### src/rtl/pfc_seq_pkg.sv
package pfc_seq_pkg;
  typedef enum logic {ST_OFF = 1'b0, ST_ON = 1'b1} pfc_state_e;

  localparam int NUM_FLAGS = 6;
  localparam int IDX_ARM   = 0;
  localparam int IDX_TRIG  = 1;
  localparam int IDX_OC    = 2;
  localparam int IDX_OVS   = 3;
  localparam int IDX_OVD   = 4;
  localparam int IDX_UV    = 5;
endpackage

### src/rtl/pfc_sync2.sv
module pfc_sync2 #(
  parameter int N = 6
) (
  input  logic         clk_i,
  input  logic         rst_ni,
  input  logic [N-1:0] d_i,
  output logic [N-1:0] q_o
);
  logic [N-1:0] s1_q, s2_q;

  always_ff @(posedge clk_i or negedge rst_ni) begin
    if (!rst_ni) begin
      s1_q <= '0;
      s2_q <= '0;
    end else begin
      s1_q <= d_i;
      s2_q <= s1_q;
    end
  end

  assign q_o = s2_q;
endmodule

### src/rtl/pfc_stable_filt.sv
module pfc_stable_filt #(
  parameter int N           = 2,
  parameter int FILT_CYCLES = 4
) (
  input  logic         clk_i,
  input  logic         rst_ni,
  input  logic [N-1:0] d_i,
  output logic [N-1:0] q_o
);
  localparam int CW = (FILT_CYCLES < 2) ? 1 : $clog2(FILT_CYCLES + 1);

  for (genvar i = 0; i < N; i++) begin : g_bit
    logic [CW-1:0] cnt_q;
    logic          f_q;

    always_ff @(posedge clk_i or negedge rst_ni) begin
      if (!rst_ni) begin
        cnt_q <= '0;
        f_q   <= 1'b0;
      end else if (d_i[i] == f_q) begin
        cnt_q <= '0;
      end else if (cnt_q == CW'(FILT_CYCLES - 1)) begin
        f_q   <= d_i[i];
        cnt_q <= '0;
      end else begin
        cnt_q <= cnt_q + 1'b1;
      end
    end

    assign q_o[i] = f_q;

    p_filt_cnt_r10: assert property (@(posedge clk_i) disable iff (!rst_ni)
      cnt_q < CW'(FILT_CYCLES))
      else $error("filter counter out of range");
  end
endmodule

### src/rtl/pfc_watchdog.sv
module pfc_watchdog #(
  parameter int WD_CYCLES = 50000
) (
  input  logic clk_i,
  input  logic rst_ni,
  input  logic clear_i,
  output logic expire_o
);
  localparam int WW = $clog2(WD_CYCLES);
  localparam logic [WW-1:0] LAST = WW'(WD_CYCLES - 1);

  logic [WW-1:0] cnt_q;

  always_ff @(posedge clk_i or negedge rst_ni) begin
    if (!rst_ni)              cnt_q <= '0;
    else if (clear_i)         cnt_q <= '0;
    else if (cnt_q != LAST)   cnt_q <= cnt_q + 1'b1;
  end

  assign expire_o = (cnt_q == LAST);

  p_wd_range_r3: assert property (@(posedge clk_i) disable iff (!rst_ni)
    cnt_q <= LAST)
    else $error("watchdog counter out of range");
endmodule

### src/rtl/pfc_on_timer.sv
module pfc_on_timer #(
  parameter int TON_W        = 16,
  parameter int TON_MIN      = 38,
  parameter int TON_MAX      = 6250,
  parameter int BLANK_CYCLES = 40
) (
  input  logic             clk_i,
  input  logic             rst_ni,
  input  logic             start_i,
  input  logic             run_i,
  input  logic             oc_i,
  input  logic [TON_W-1:0] ton_req_i,
  output logic             done_o
);
  localparam int TOP  = (TON_MAX > BLANK_CYCLES) ? TON_MAX : BLANK_CYCLES;
  localparam int CNT_W = $clog2(TOP + 1);

  logic [CNT_W-1:0] ton_clamp, ton_lat_q, on_cnt_q;
  logic             at_end, oc_trip;

  always_comb begin
    if (int'(ton_req_i) < TON_MIN)      ton_clamp = CNT_W'(TON_MIN);
    else if (int'(ton_req_i) > TON_MAX) ton_clamp = CNT_W'(TON_MAX);
    else                                ton_clamp = CNT_W'(ton_req_i);
  end

  always_ff @(posedge clk_i or negedge rst_ni) begin
    if (!rst_ni) begin
      ton_lat_q <= CNT_W'(TON_MIN);
      on_cnt_q  <= '0;
    end else if (start_i) begin
      ton_lat_q <= ton_clamp;
      on_cnt_q  <= '0;
    end else if (run_i) begin
      on_cnt_q  <= on_cnt_q + 1'b1;
    end
  end

  assign at_end  = (on_cnt_q == ton_lat_q - 1'b1);
  assign oc_trip = oc_i && (on_cnt_q >= CNT_W'(BLANK_CYCLES));
  assign done_o  = run_i && (at_end || oc_trip);

  p_ton_range_r5: assert property (@(posedge clk_i) disable iff (!rst_ni)
    run_i |-> (ton_lat_q >= CNT_W'(TON_MIN)) && (ton_lat_q <= CNT_W'(TON_MAX)))
    else $error("latched on-time outside clamp");

  p_on_cnt_r5: assert property (@(posedge clk_i) disable iff (!rst_ni)
    run_i |-> on_cnt_q < ton_lat_q)
    else $error("on-period overran latched on-time");
endmodule

### src/rtl/pfc_seq_top.sv
module pfc_seq_top
  import pfc_seq_pkg::*;
#(
  parameter int TON_W        = 16,
  parameter int TON_MIN      = 38,
  parameter int TON_MAX      = 6250,
  parameter int BLANK_CYCLES = 40,
  parameter int WD_CYCLES    = 50000,
  parameter int FILT_CYCLES  = 4
) (
  input  logic             clk_i,
  input  logic             rst_ni,
  input  logic             zx_arm_i,
  input  logic             zx_trig_i,
  input  logic             oc_i,
  input  logic             ovp_static_i,
  input  logic             ovp_dyn_i,
  input  logic             uvlo_i,
  input  logic [TON_W-1:0] ton_req_i,
  output logic             gate_o,
  output logic             wd_start_o
);
  logic [NUM_FLAGS-1:0] raw, syn;
  logic [1:0]           zx_f;
  pfc_state_e           state_q;
  logic                 armed_q, arm_fq, trig_fq, wd_start_q;
  logic                 suppress, arm_rise, trig_evt, wd_expire, turn_on, tmr_done, gate_on;

  assign raw[IDX_ARM]  = zx_arm_i;
  assign raw[IDX_TRIG] = zx_trig_i;
  assign raw[IDX_OC]   = oc_i;
  assign raw[IDX_OVS]  = ovp_static_i;
  assign raw[IDX_OVD]  = ovp_dyn_i;
  assign raw[IDX_UV]   = uvlo_i;

  pfc_sync2 #(.N(NUM_FLAGS)) u_sync (
    .clk_i, .rst_ni, .d_i(raw), .q_o(syn)
  );

  pfc_stable_filt #(.N(2), .FILT_CYCLES(FILT_CYCLES)) u_filt (
    .clk_i, .rst_ni, .d_i({syn[IDX_TRIG], syn[IDX_ARM]}), .q_o(zx_f)
  );

  assign gate_on  = (state_q == ST_ON);
  assign suppress = syn[IDX_UV] | syn[IDX_OVS] | syn[IDX_OVD];
  assign arm_rise = zx_f[0] & ~arm_fq;
  assign trig_evt = armed_q & zx_f[1] & ~trig_fq;
  assign turn_on  = ~gate_on & ~suppress & (trig_evt | wd_expire);

  pfc_watchdog #(.WD_CYCLES(WD_CYCLES)) u_wd (
    .clk_i, .rst_ni, .clear_i(turn_on | suppress), .expire_o(wd_expire)
  );

  pfc_on_timer #(
    .TON_W(TON_W), .TON_MIN(TON_MIN), .TON_MAX(TON_MAX), .BLANK_CYCLES(BLANK_CYCLES)
  ) u_ton (
    .clk_i, .rst_ni, .start_i(turn_on), .run_i(gate_on), .oc_i(syn[IDX_OC]),
    .ton_req_i, .done_o(tmr_done)
  );

  always_ff @(posedge clk_i or negedge rst_ni) begin
    if (!rst_ni) begin
      state_q    <= ST_OFF;
      armed_q    <= 1'b0;
      arm_fq     <= 1'b0;
      trig_fq    <= 1'b0;
      wd_start_q <= 1'b0;
    end else begin
      arm_fq  <= zx_f[0];
      trig_fq <= zx_f[1];
      if (suppress)      state_q <= ST_OFF;
      else if (turn_on)  state_q <= ST_ON;
      else if (tmr_done) state_q <= ST_OFF;
      // a fresh arm is needed for every triggered cycle
      if (turn_on)       armed_q <= 1'b0;
      else if (arm_rise) armed_q <= 1'b1;
      if (turn_on)       wd_start_q <= ~trig_evt;
    end
  end

  assign gate_o     = gate_on;
  assign wd_start_o = wd_start_q;

  p_suppress_r7: assert property (@(posedge clk_i) disable iff (!rst_ni)
    suppress |=> !gate_o)
    else $error("gate on while suppressed");

  p_uvlo_hold_r9: assert property (@(posedge clk_i) disable iff (!rst_ni)
    uvlo_i && $past(uvlo_i) && $past(uvlo_i, 2) |=> !gate_o)
    else $error("gate on during lockout");

  p_src_armed_r4: assert property (@(posedge clk_i) disable iff (!rst_ni)
    $rose(gate_o) && !wd_start_o |-> $past(armed_q))
    else $error("triggered turn-on without arm");
endmodule

### config.mk
export PLATFORM = sky130hd
export DESIGN_NAME = pfc_seq_top
export DESIGN_NICKNAME = d
export VERILOG_FILES = /design/src/rtl/pfc_seq_pkg.sv /design/src/rtl/pfc_sync2.sv /design/src/rtl/pfc_stable_filt.sv /design/src/rtl/pfc_watchdog.sv /design/src/rtl/pfc_on_timer.sv /design/src/rtl/pfc_seq_top.sv
export SDC_FILE = /design/constraint.sdc
export NUM_CORES = 1
export LEC_CHECK = 0
export BUFFER_PORTS_ARGS = -buffer_cell sky130_fd_sc_hd__buf_2
export CAP_MARGIN = 5
export CORE_ASPECT_RATIO = 0.75
export CORE_MARGIN = 5
export CORE_UTILIZATION = 59
export DETAILED_ROUTE_END_ITERATION = 6
export PLACE_DENSITY = 0.79
export SLEW_MARGIN = 15
export SYNTH_ARGS = -nofsm -noshare
export SYNTH_HDL_FRONTEND = slang
export SYNTH_SLANG_ARGS = --single-unit
### constraint.sdc
create_clock -name clk_i -period 2.3 [get_ports clk_i]
set_input_delay 0.345 -clock clk_i [delete_from_list [all_inputs] [get_ports clk_i]]
set_output_delay 0.345 -clock clk_i [all_outputs]
set_load 0.01 [all_outputs]
==> results of run 1 <==
[final timing paths]
kind / slack [ps] / start / cells past startpoint / to
min in group clk_i: 80 / uvlo_i / 1 / u_sync.s1_q[5]
worst max register to register: 170 / u_wd.cnt_q[0] / 6 / u_wd.cnt_q[3]
worst min register to register: 350 / u_sync.s1_q[5] / 0 / u_sync.q_o[5]
worst min-delay path: 6 / rst_ni / 1 / u_sync.s1_q[0]
max in group asynchronous: 1670 / rst_ni / 2 / u_wd.cnt_q[14]
worst max-delay path: 170 / u_wd.cnt_q[0] / 6 / u_wd.cnt_q[3]
[area by class of cell]
type | count | area, um2 | share of cell area
Sequential cell | 67 | 1680 | 0.459
Multi-Input combinational cell | 235 | 1500 | 0.410
Timing Repair Buffer | 28 | 160 | 0.0437
Clock buffer | 9 | 124 | 0.0338
Tap cell | 75 | 93.8 | 0.0256
Clock inverter | 7 | 65.1 | 0.0178
Inverter | 10 | 37.5 | 0.0102
[cells in the mapped netlist (6+ instances only)]
cell type and n:
sky130_fd_sc_hd__dfrtp_1 64, sky130_fd_sc_hd__nor2_1 50, sky130_fd_sc_hd__nand2_1 27, sky130_fd_sc_hd__xor2_1 22, sky130_fd_sc_hd__xnor2_1 21, sky130_fd_sc_hd__a21oi_1 10
sky130_fd_sc_hd__inv_1 10, sky130_fd_sc_hd__nand4_1 10, sky130_fd_sc_hd__and3_1 9, sky130_fd_sc_hd__nand3_1 8, sky130_fd_sc_hd__nor3_1 8, sky130_fd_sc_hd__a22o_1 7
sky130_fd_sc_hd__ha_1 6, sky130_fd_sc_hd__nor2b_1 6, sky130_fd_sc_hd__o21ai_0 6
[cells by family (layout without fill, tap and decap cells)]
family / after synthesis / count (layout)
AO/OA/AOI/OAI: 40 / 40
buffers and inverters: 18 / 54
AND/OR/NAND/NOR: 143 / 143
XOR/XNOR: 43 / 43
multiplexers: 3 / 3
adder cells (fa/ha/maj): 6 / 6
flip-flops: 67 / 67
[metal layers]
metal | track usage | vias up | share of wire | wire length [um]
li1 | - | 1171 | - | -
met1 | 0.290 | 1140 | 0.48 | 3000
met2 | 0.296 | 84 | 0.43 | 2670
met3 | 0.0728 | 8 | 0.075 | 466
met4 | 0.0521 | 0 | 0.0095 | 59
met5 | 0 | - | 0 | 0
[critical path: cells and delay by family (launching register included)]
| kind | cells | cell delay [ps] |
|---|---|---|
| AOI/OAI and AO/OA | 1 | 430 |
| DFF | 1 | 410 |
| adders and majority gates | 1 | 240 |
| and+or+nand+nor | 4 | 960 |
[registers in the layout, indices dropped and copies added, names as in the netlist, 2 cells and up]
| register | flops |
|---|---|
| u_filt.g_bit.f_q | 2 |
| u_sync.q_o | 6 |
| u_ton.ton_lat_q | 13 |
| u_wd.cnt_q | 16 |
| u_sync.s1_q | 6 |
| u_ton.on_cnt_q | 13 |
| u_filt.g_bit.cnt_q | 6 |
[power breakdown]
part,total (W),leakage (nW),internal (W),switching [W]
sequential,0.00152,0.861,0.00135,0.000172
clock,0.000937,0.0947,0.000418,0.000519
combinational,0.000549,0.698,0.000258,0.000291
[stage by stage]
step	power (W)	util	cell area, um2	setup slack [ps]
final	0.00300	0.684	3660	172
after global placement	0.00204	0.649	3470	294
after CTS	0.00302	0.684	3660	153
after floorplan	0.00189	-	3260	476
after global routing	0.00317	0.684	3660	72.1
after detailed placement	0.00207	0.649	3470	140
==> impl_metrics.csv, run 1 <==
group,metric,value,unit
power_and_ir_drop,vdd.ir_drop.worst,0.727,mV
die,die_y,74.3,um
die,floorplan.die.width,95.8,um
routing,route.detailed.drc,0,
yosys,synthAdderAreaFrac,0.0231,
yosys,postSynth.topFlopCell,"sky130_fd_sc_hd__dfrtp_1",
clock_tree,holdBufCountCts,0,
setup_path,worstSetupPathType,"flip-flop to flip-flop",
grt,antenna_violations_before_repair,0,
yosys,synth.avg_cell_area,10.2,um2
clock_tree,tritoncts,"built",
grt,grt_max_degree,37,
layout,nets_final,381,
setup_path,worst_setup_path_end_kind,"flip-flop",
timing,rsz0062_at_grt,"false",
yosys,yosys.area.top_type,"sky130_fd_sc_hd__dfrtp_1",
yosys,synth_top_family_by_area,"simple AND/OR/NAND/NOR gates",
routing,vias,2403,
setup_path,category_of_the_worst_setup_path_launch_point,"flip-flop",
routing,route.detailed.vias_per_inst,5.58,
clock_tree,worstSkewPairLatency,370,ps
die,fp_rows,23,
placed_design,gp_congestion,0.869,
setup_path,crit_slowest_cell,"sky130_fd_sc_hd__a21o_1",
timing,hold-worst-slack,6.04,ps
routing,detail-route-antenna-nets,0,
layout,post_route_cells_drive_above_1_share,0.177,
clock_tree,post_cts_resized,0,
timing,tightest_slew,671,ps
die,initial_core_util,0.608,
placed_design,hpwl,4390,um
yosys,area_fraction_of_the_dominant_cell_type_after_synthesis,0.492,
routing,drt_pass1_iterations,4,
yosys,yosys_warnings,0,
grt,grt.total_usage,0.202,
routing,avgRoutedWirePerCell,14.4,um
clock_tree,cts_setup_buffers,0,
clock_tree,htree_num_levels,3,
layout,antenna_cells_inserted,0,
yosys,synth_compound_gate_area_share,0.0872,
setup_path,timing.critical_path.slowest_cell_delay,430,ps
yosys,synth_enable_flop_cells,0,
clock_tree,clock_transition_at_the_register_clock_pins_on_the_worst_setup_and_hold_paths_after_cts,90,ps
routing,detail_route.wirelength,6190,um
yosys,number_of_library_cell_types_mapped_by_synthesis,48,
timing,timing.fmax,0.470,GHz
placed_design,dpl.cell_count,415,
layout,syn_to_final_growth,12.5,%
yosys,syn_nets,350,
status,status,"complete, no violations",
timing,finalCritPeriodShare,0.925,
routing,drt-initial-drc-count,166,
yosys,synthMuxAreaShare,0.00999,
placed_design,port_buffers,25,
clock_tree,clkSinkCount,67,
yosys,postSynthRegisterBits,67,
power_and_ir_drop,total_leakage_power,1.65,nW
setup_path,critPathMaxFanout,16,
power_and_ir_drop,powerDensity,820,nW/um2
layout,final_cells,431,
clock_tree,clockRootBuffer,"sky130_fd_sc_hd__clkbuf_8",
yosys,synth.top_cells.by_area,"sky130_fd_sc_hd__dfrtp_1 49%, sky130_fd_sc_hd__xor2_1 5.9%, sky130_fd_sc_hd__nor2_1 5.8%",
setup_path,worst-endpoint-required,2580,ps
die,top_level_ports,26,
yosys,synth_seq_area_share,0.516,
die,floorplan_die_area,7120,um2
yosys,synthesis.instances,320,
timing,final-setup-viol-count,0,
min_path,worst_hold_path_type,"input pin to asynchronous set/reset pin",
timing,setup-tns-final,0,ps
grt,globalRouteOverflowTotal,0,
timing,clock_skew,10.6,ps
yosys,synth-simple-area-share,0.226,
layout,fillerInstances,401,
layout,mostFrequentLayoutCells,"64 x sky130_fd_sc_hd__dfrtp_1, 50 x sky130_fd_sc_hd__nor2_1, 27 x sky130_fd_sc_hd__nand2_1, 25 x sky130_fd_sc_hd__buf_2, 22 x sky130_fd_sc_hd__xor2_1",
yosys,synthXorXnorAreaFrac,0.116,
setup_path,cells_traversed_along_the_worst_timing_path,"ha_1 > and3_1 > nand4_2 > a21o_1 > nand2_2 > nor3_1",
yosys,post_synth_instance_area,3260,um2
yosys,asyncSetResetFlopFracSynth,1.00,
timing,hold_viol,0,
die,coreArea,5350,um2
setup_path,worst_path_arrival_time,2400,ps
clock_tree,cts_inserted_buffers,9,
timing,slew_viol_final,0,
clock_tree,cts.path.max_buffers,2,
grt,wire_length_of_the_first_global_routing_pass,10900,um
timing,worst_rel_slew_slack,0.553,
job,cap_viol_max_count,0,
grt,number_of_global_route_vias_before_repair,2309,
timing,period_minus_slack,2130,ps
layout,leading_cell_type_in_the_layout_fill_and_taps_excluded,"sky130_fd_sc_hd__dfrtp_1",
No activity file was read; power rests on OpenSTA's default activity.
==> run 2: changes to the inputs <==
--- a/config.mk
+++ b/config.mk
@@ -7,7 +7,7 @@
 export LEC_CHECK = 0
 export BUFFER_PORTS_ARGS = -buffer_cell sky130_fd_sc_hd__buf_2
 export CAP_MARGIN = 5
-export CORE_ASPECT_RATIO = 0.75
+export CORE_ASPECT_RATIO = 0.8
 export CORE_MARGIN = 5
 export CORE_UTILIZATION = 59
 export DETAILED_ROUTE_END_ITERATION = 6
==> run 2 against run 1 <==
  * The run now ends with negative hold slack left
  * Maximum frequency increased by 1.9%
  * Sequential share of layout area is 0.26 points lower
  * Sequential power about the same
  * Design area increased by 0.58%
  * Largest power group unchanged
  * Core utilization decreased by 0.27 points
  * Clock-buffer cell count is the same
  * Largest cell class unchanged
  * First-iteration DRC count is 11% lower
==> impl_metrics.csv, run 2 (synthesized netlist as in run 1, its figures left out) <==
group,metric,value,unit
timing,rsz0062_at_grt,"false",
setup_path,timing.critical_path.slowest_cell_delay,420,ps
setup_path,worstSetupPathType,"flip-flop to flip-flop",
die,fp_rows,24,
clock_tree,cts_inserted_buffers,9,
timing,setup-tns-final,0,ps
power_and_ir_drop,power_frac_comb,0.177,
layout,finish.utilization,0.682,
routing,drt_pass1_iterations,4,
die,coreArea,5410,um2
clock_tree,clock_transition_at_the_register_clock_pins_on_the_worst_setup_and_hold_paths_after_cts,80,ps
routing,avgRoutedWirePerCell,14.1,um
power_and_ir_drop,powerDensity,829,nW/um2
power_and_ir_drop,report.power.total,0.00306,W
clock_tree,cts_setup_buffers,0,
setup_path,r2r_setup_slack,210,ps
layout,leading_cell_type_in_the_layout_fill_and_taps_excluded,"sky130_fd_sc_hd__dfrtp_1",
placed_design,dpl.cell_count,407,
power_and_ir_drop,total_switching_power,0.000930,W
setup_path,cells_traversed_along_the_worst_timing_path,"ha_1 > and3_1 > nand4_2 > a21o_1 > nand2_2 > nor3_1",
routing,route.detailed.drc,0,
layout,nets_final,383,
grt,number_of_global_route_vias_before_repair,2299,
layout,max_flop_register,"u_wd.cnt_q",
timing,timing.fmax,0.479,GHz
placed_design,hpwl,4350,um
routing,vias,2354,
setup_path,critPathTopFamily,"simple AND/OR/NAND/NOR gates",
layout,post_route_cells_drive_above_1_share,0.182,
layout,syn_to_final_growth,13.2,%
routing,detail_route.wirelength,5950,um
grt,wire_length_of_the_first_global_routing_pass,10400,um
placed_design,postPlaceCellArea,3480,um2
setup_path,critPathMaxFanout,16,
setup_path,worst_setup_path_end_kind,"flip-flop",
layout,mostFrequentLayoutCells,"64 x sky130_fd_sc_hd__dfrtp_1, 50 x sky130_fd_sc_hd__nor2_1, 27 x sky130_fd_sc_hd__nand2_1, 25 x sky130_fd_sc_hd__buf_2, 22 x sky130_fd_sc_hd__xor2_1",
power_and_ir_drop,clock_power_share,0.330,
die,floorplan.die.width,93.1,um
routing,detail-route-antenna-nets,0,
timing,hold_viol,13,
clock_tree,worstSkewPairLatency,350,ps
clock_tree,post_cts_resized,0,
status,violations,"negative hold slack",
layout,final_cells,423,
clock_tree,cts.path.max_buffers,2,
die,floorplan_die_area,7110,um2
min_path,worst_hold_path_type,"input pin to asynchronous set/reset pin",
placed_design,gp_congestion,0.874,
setup_path,category_of_the_worst_setup_path_launch_point,"flip-flop",
power_and_ir_drop,switching_share,0.304,
clock_tree,tritoncts,"built",
clock_tree,clkSinkCount,67,
grt,grt_max_degree,28,
layout,largest_registers,"u_wd.cnt_q: 16 flops, u_ton.on_cnt_q: 13 flops, u_ton.ton_lat_q: 13 flops",
timing,finalCritPeriodShare,0.908,
power_and_ir_drop,p_int,0.00213,W
routing,drt-initial-drc-count,148,
setup_path,worstPathBufferInverterCount,0,
layout,stdcell_area,3680,um2
setup_path,worst_path_arrival_time,2350,ps
timing,final-setup-viol-count,0,
placed_design,port_buffers,25,
clock_tree,holdBufCountCts,0,
job,cap_viol_max_count,0,
die,die_y,76.4,um
grt,globalRouteOverflowTotal,0,
timing,worst_rel_slew_slack,0.603,
grt,grt.total_usage,0.184,
timing,slew_viol_final,0,
routing,route.detailed.vias_per_inst,5.57,
setup_path,worst-endpoint-required,2560,ps
timing,hold-worst-slack,-4.78,ps
power_and_ir_drop,vdd.ir_drop.worst,0.587,mV
layout,antenna_cells_inserted,0,
die,top_level_ports,26,
timing,clock_skew,9.66,ps
timing,period_minus_slack,2090,ps
grt,antenna_violations_before_repair,0,
die,initial_core_util,0.602,
power_and_ir_drop,seq_power_share,0.493,
setup_path,crit_slowest_cell,"sky130_fd_sc_hd__a21o_1",
timing,tightest_slew,596,ps
status,status,"finished with violations",
layout,number_of_flip_flops_under_the_largest_register_name,16,
clock_tree,htree_num_levels,3,
power_and_ir_drop,total_leakage_power,1.67,nW
clock_tree,clockRootBuffer,"sky130_fd_sc_hd__clkbuf_8",
==> run 2: path summary, 6_finish.rpt <==
kind                                     start                  to  depth (start not counted)
worst max-delay path             u_wd.cnt_q[0]       u_wd.cnt_q[3]                          6
worst max register to register   u_wd.cnt_q[0]       u_wd.cnt_q[3]                          6
max in group asynchronous               rst_ni  u_ton.ton_lat_q[1]                          2
min in group clk_i                      uvlo_i      u_sync.s1_q[5]                          1
worst min register to register  u_sync.s1_q[4]       u_sync.q_o[4]                          0
worst min-delay path                    rst_ni       u_wd.cnt_q[5]                          1
==> run 2: metal layers <==
layer,GRT usage,vias to the layer above,share of wire,wire length [um]
met5,0,-,0,0
met4,0.0527,0,0.011,65
met3,0.0661,8,0.059,350
met2,0.270,65,0.43,2560
met1,0.257,1109,0.50,2980
li1,-,1172,-,-
==> run 2: area by class of cell <==
cell class | instances | area [um2]
sequential | 67 | 1680
timing repair buffer | 30 | 175
clock buffer | 9 | 124
multi-input combinational | 235 | 1500
fill | 422 | 1720
clock inverter | 7 | 83.8
inverter | 10 | 37.5
tap | 65 | 81.3
==> run 2: metrics by stage <==
step	hold slack (ps)	setup WS [ps]
after floorplan	49.4	476
after global placement	331	324
after detailed placement	335	207
after CTS	1.45	208
after global routing	25.6	36.1
final	-4.78	212
==> run 2: power by group through the flow <==
stage	Combinational [W]	Clock (W)	Sequential (W)
6_report	0.000541	0.00101	0.00151
4_1_cts	0.000545	0.00103	0.00151
3_5_place_dp	0.000540	0	0.00153
3_3_place_gp	0.000528	0	0.00152
2_1_floorplan	0.000407	0	0.00148
5_1_grt	0.000618	0.00108	0.00154
==> run 3: changes to the inputs <==
--- a/config.mk
+++ b/config.mk
@@ -12,7 +12,7 @@
 export CORE_UTILIZATION = 59
 export DETAILED_ROUTE_END_ITERATION = 6
 export PLACE_DENSITY = 0.79
-export SLEW_MARGIN = 15
+export SETUP_SLACK_MARGIN = 0.3
 export SYNTH_ARGS = -nofsm -noshare
 export SYNTH_HDL_FRONTEND = slang
 export SYNTH_SLANG_ARGS = --single-unit
==> run 3 against run 2 <==
  * The run still ends with negative hold slack left
  * Combinational power is 5.5% higher
  * Via count is 0.59% lower
  * Global-route usage hardly changed
  * Clock skew is 2.2 ps lower
  * Routed wire length is 0.40% higher
  * Clock power hardly changed
  * Cell count is 0.24% higher
  * Setup slack better by 230 ps
  * Largest power group unchanged
==> impl_metrics.csv, run 3 (synthesized netlist as in run 1, its figures left out) <==
group,metric,value,unit
setup_path,cells_traversed_along_the_worst_timing_path,"inv_1 > ha_1 > xnor2_1 > nor3_1 > nand4_1 > nor4_2 > a41oi_1",
layout,max_flop_register,"u_wd.cnt_q",
power_and_ir_drop,seq_power_share,0.488,
timing,worst_rel_slew_slack,0.604,
routing,route.detailed.vias_per_inst,5.52,
clock_tree,clock_transition_at_the_register_clock_pins_on_the_worst_setup_and_hold_paths_after_cts,80,ps
layout,post_route_cells_drive_above_1_share,0.195,
die,die_y,76.4,um
power_and_ir_drop,powerDensity,828,nW/um2
layout,largest_registers,"u_wd.cnt_q: 16 flops, u_ton.on_cnt_q: 13 flops, u_ton.ton_lat_q: 13 flops",
clock_tree,cts.path.max_buffers,2,
timing,finalCritPeriodShare,0.807,
layout,multi_input_area,1540,um2
layout,mostFrequentLayoutCells,"63 x sky130_fd_sc_hd__dfrtp_1, 50 x sky130_fd_sc_hd__nor2_1, 27 x sky130_fd_sc_hd__nand2_1, 25 x sky130_fd_sc_hd__buf_2, 22 x sky130_fd_sc_hd__xor2_1",
timing,hold_viol,1,
placed_design,dpl.cell_count,407,
setup_path,crit_slowest_cell,"sky130_fd_sc_hd__dfstp_2",
setup_path,timing.critical_path.slowest_cell_delay,540,ps
timing,clock_skew,7.42,ps
layout,final_cells,424,
layout,antenna_cells_inserted,0,
setup_path,critPathTopFamily,"simple AND/OR/NAND/NOR gates",
layout,fillerInstances,415,
timing,setup-tns-final,0,ps
grt,grt.total_usage,0.184,
timing,timing.fmax,0.539,GHz
timing,tightest_slew,594,ps
layout,leading_cell_type_in_the_layout_fill_and_taps_excluded,"sky130_fd_sc_hd__dfrtp_1",
timing,final-setup-viol-count,0,
job,cap_viol_max_count,0,
placed_design,gp_congestion,0.874,
die,floorplan.die.width,93.1,um
power_and_ir_drop,clock_power_share,0.327,
timing,slew_viol_final,0,
clock_tree,clkSinkCount,67,
grt,grt_max_degree,28,
layout,syn_to_final_growth,14.6,%
setup_path,worst-endpoint-required,2520,ps
power_and_ir_drop,power_frac_comb,0.185,
die,coreArea,5410,um2
timing,period_minus_slack,1860,ps
status,violations,"negative hold slack",
grt,antenna_violations_before_repair,0,
die,initial_core_util,0.602,
power_and_ir_drop,total_leakage_power,1.69,nW
die,fp_rows,24,
power_and_ir_drop,vdd.ir_drop.worst,0.593,mV
setup_path,worst_path_arrival_time,2080,ps
clock_tree,tritoncts,"built",
power_and_ir_drop,p_int,0.00215,W
routing,route.detailed.drc,0,
setup_path,worstPathBufferInverterCount,1,
clock_tree,htree_num_levels,3,
routing,drt_pass1_iterations,4,
layout,seq_area,1680,um2
status,status,"finished with violations",
setup_path,category_of_the_worst_setup_path_launch_point,"flip-flop",
grt,wire_length_of_the_first_global_routing_pass,10400,um
placed_design,hpwl,4350,um
routing,drt-initial-drc-count,107,
timing,hold-worst-slack,-1.29,ps
setup_path,worst_setup_path_end_kind,"flip-flop",
clock_tree,clockRootBuffer,"sky130_fd_sc_hd__clkbuf_8",
routing,detail_route.wirelength,5980,um
layout,number_of_flip_flops_under_the_largest_register_name,16,
setup_path,critPathMaxFanout,3,
setup_path,worstSetupPathType,"flip-flop to flip-flop",
power_and_ir_drop,report.power.total,0.00309,W
routing,detail-route-antenna-nets,0,
die,top_level_ports,26,
placed_design,port_buffers,25,
clock_tree,cts_inserted_buffers,9,
layout,nets_final,384,
power_and_ir_drop,switching_share,0.305,
routing,avgRoutedWirePerCell,14.1,um
grt,globalRouteOverflowTotal,0,
layout,finish.utilization,0.691,
clock_tree,worstSkewPairLatency,350,ps
min_path,worst_hold_path_type,"input pin to asynchronous set/reset pin",
timing,rsz0062_at_grt,"true",
grt,number_of_global_route_vias_before_repair,2299,
die,floorplan_die_area,7110,um2
power_and_ir_drop,total_switching_power,0.000943,W
routing,vias,2340,
[run 3: power groups by stage]
stage,logic (W),registers [W],clock network [W]
3_3_place_gp,0.000528,0.00152,0
6_report,0.000571,0.00151,0.00101
4_1_cts,0.000545,0.00151,0.00103
3_5_place_dp,0.000540,0.00153,0
2_1_floorplan,0.000407,0.00148,0
5_1_grt,0.000646,0.00154,0.00108
[run 3: worst paths after layout]
path	start	endpoint	slack, ps	cells after the start
setup / recovery	u_ton.ton_lat_q[1]	gate_o	440	7
hold / removal	rst_ni	u_wd.cnt_q[5]	-1	1
setup reg to reg	u_ton.ton_lat_q[1]	gate_o	440	7
hold reg to reg	u_sync.s1_q[4]	u_sync.q_o[4]	350	0
max in group asynchronous	rst_ni	u_ton.ton_lat_q[1]	1610	2
min in group clk_i	uvlo_i	u_sync.s1_q[5]	100	1
[run 3: what timing repair did]
action | in CTS | in global routing
resized for setup | 1 | 7
endpoints found under the setup margin | 8 | 23
hold buffers | 0 | 0
setup buffers | 0 | 1
cloned | 0 | 0
pin swaps | 0 | 2
[run 3: metal layers]
metal,GRT usage,vias to the layer above,routed length (um)
met5,0,-,0
met4,0.0527,0,76
met2,0.270,53,2570
met3,0.0661,8,315
li1,-,1170,-
met1,0.257,1109,3020
[run 3: worst register-to-register path, delay by kind of cell, from the launching register on]
kind	cells	cell delay (ps)
compound gates	1	140
xor+xnor	1	130
fa+ha+maj	1	300
buf+inv	1	60
flops	1	540
simple gates	3	560
[run 3: final cells by class]
cell class / count / share of cell area
clock buffers: 9 / 0.0332
clock inverters: 7 / 0.0225
inverters: 10 / 0.0101
multi-input cells: 235 / 0.413
flip-flops and latches: 67 / 0.451
well taps: 65 / 0.0218
repair buffers: 31 / 0.0489
[run 3: through the flow]
step	setup WS, ps	instance area, um2	hold WS (ps)
floorplan	476	3260	49.4
global placement	324	3480	331
detailed placement	207	3480	335
CTS	323	3690	1.45
global route	279	3730	28.4
finish	444	3730	-1.29
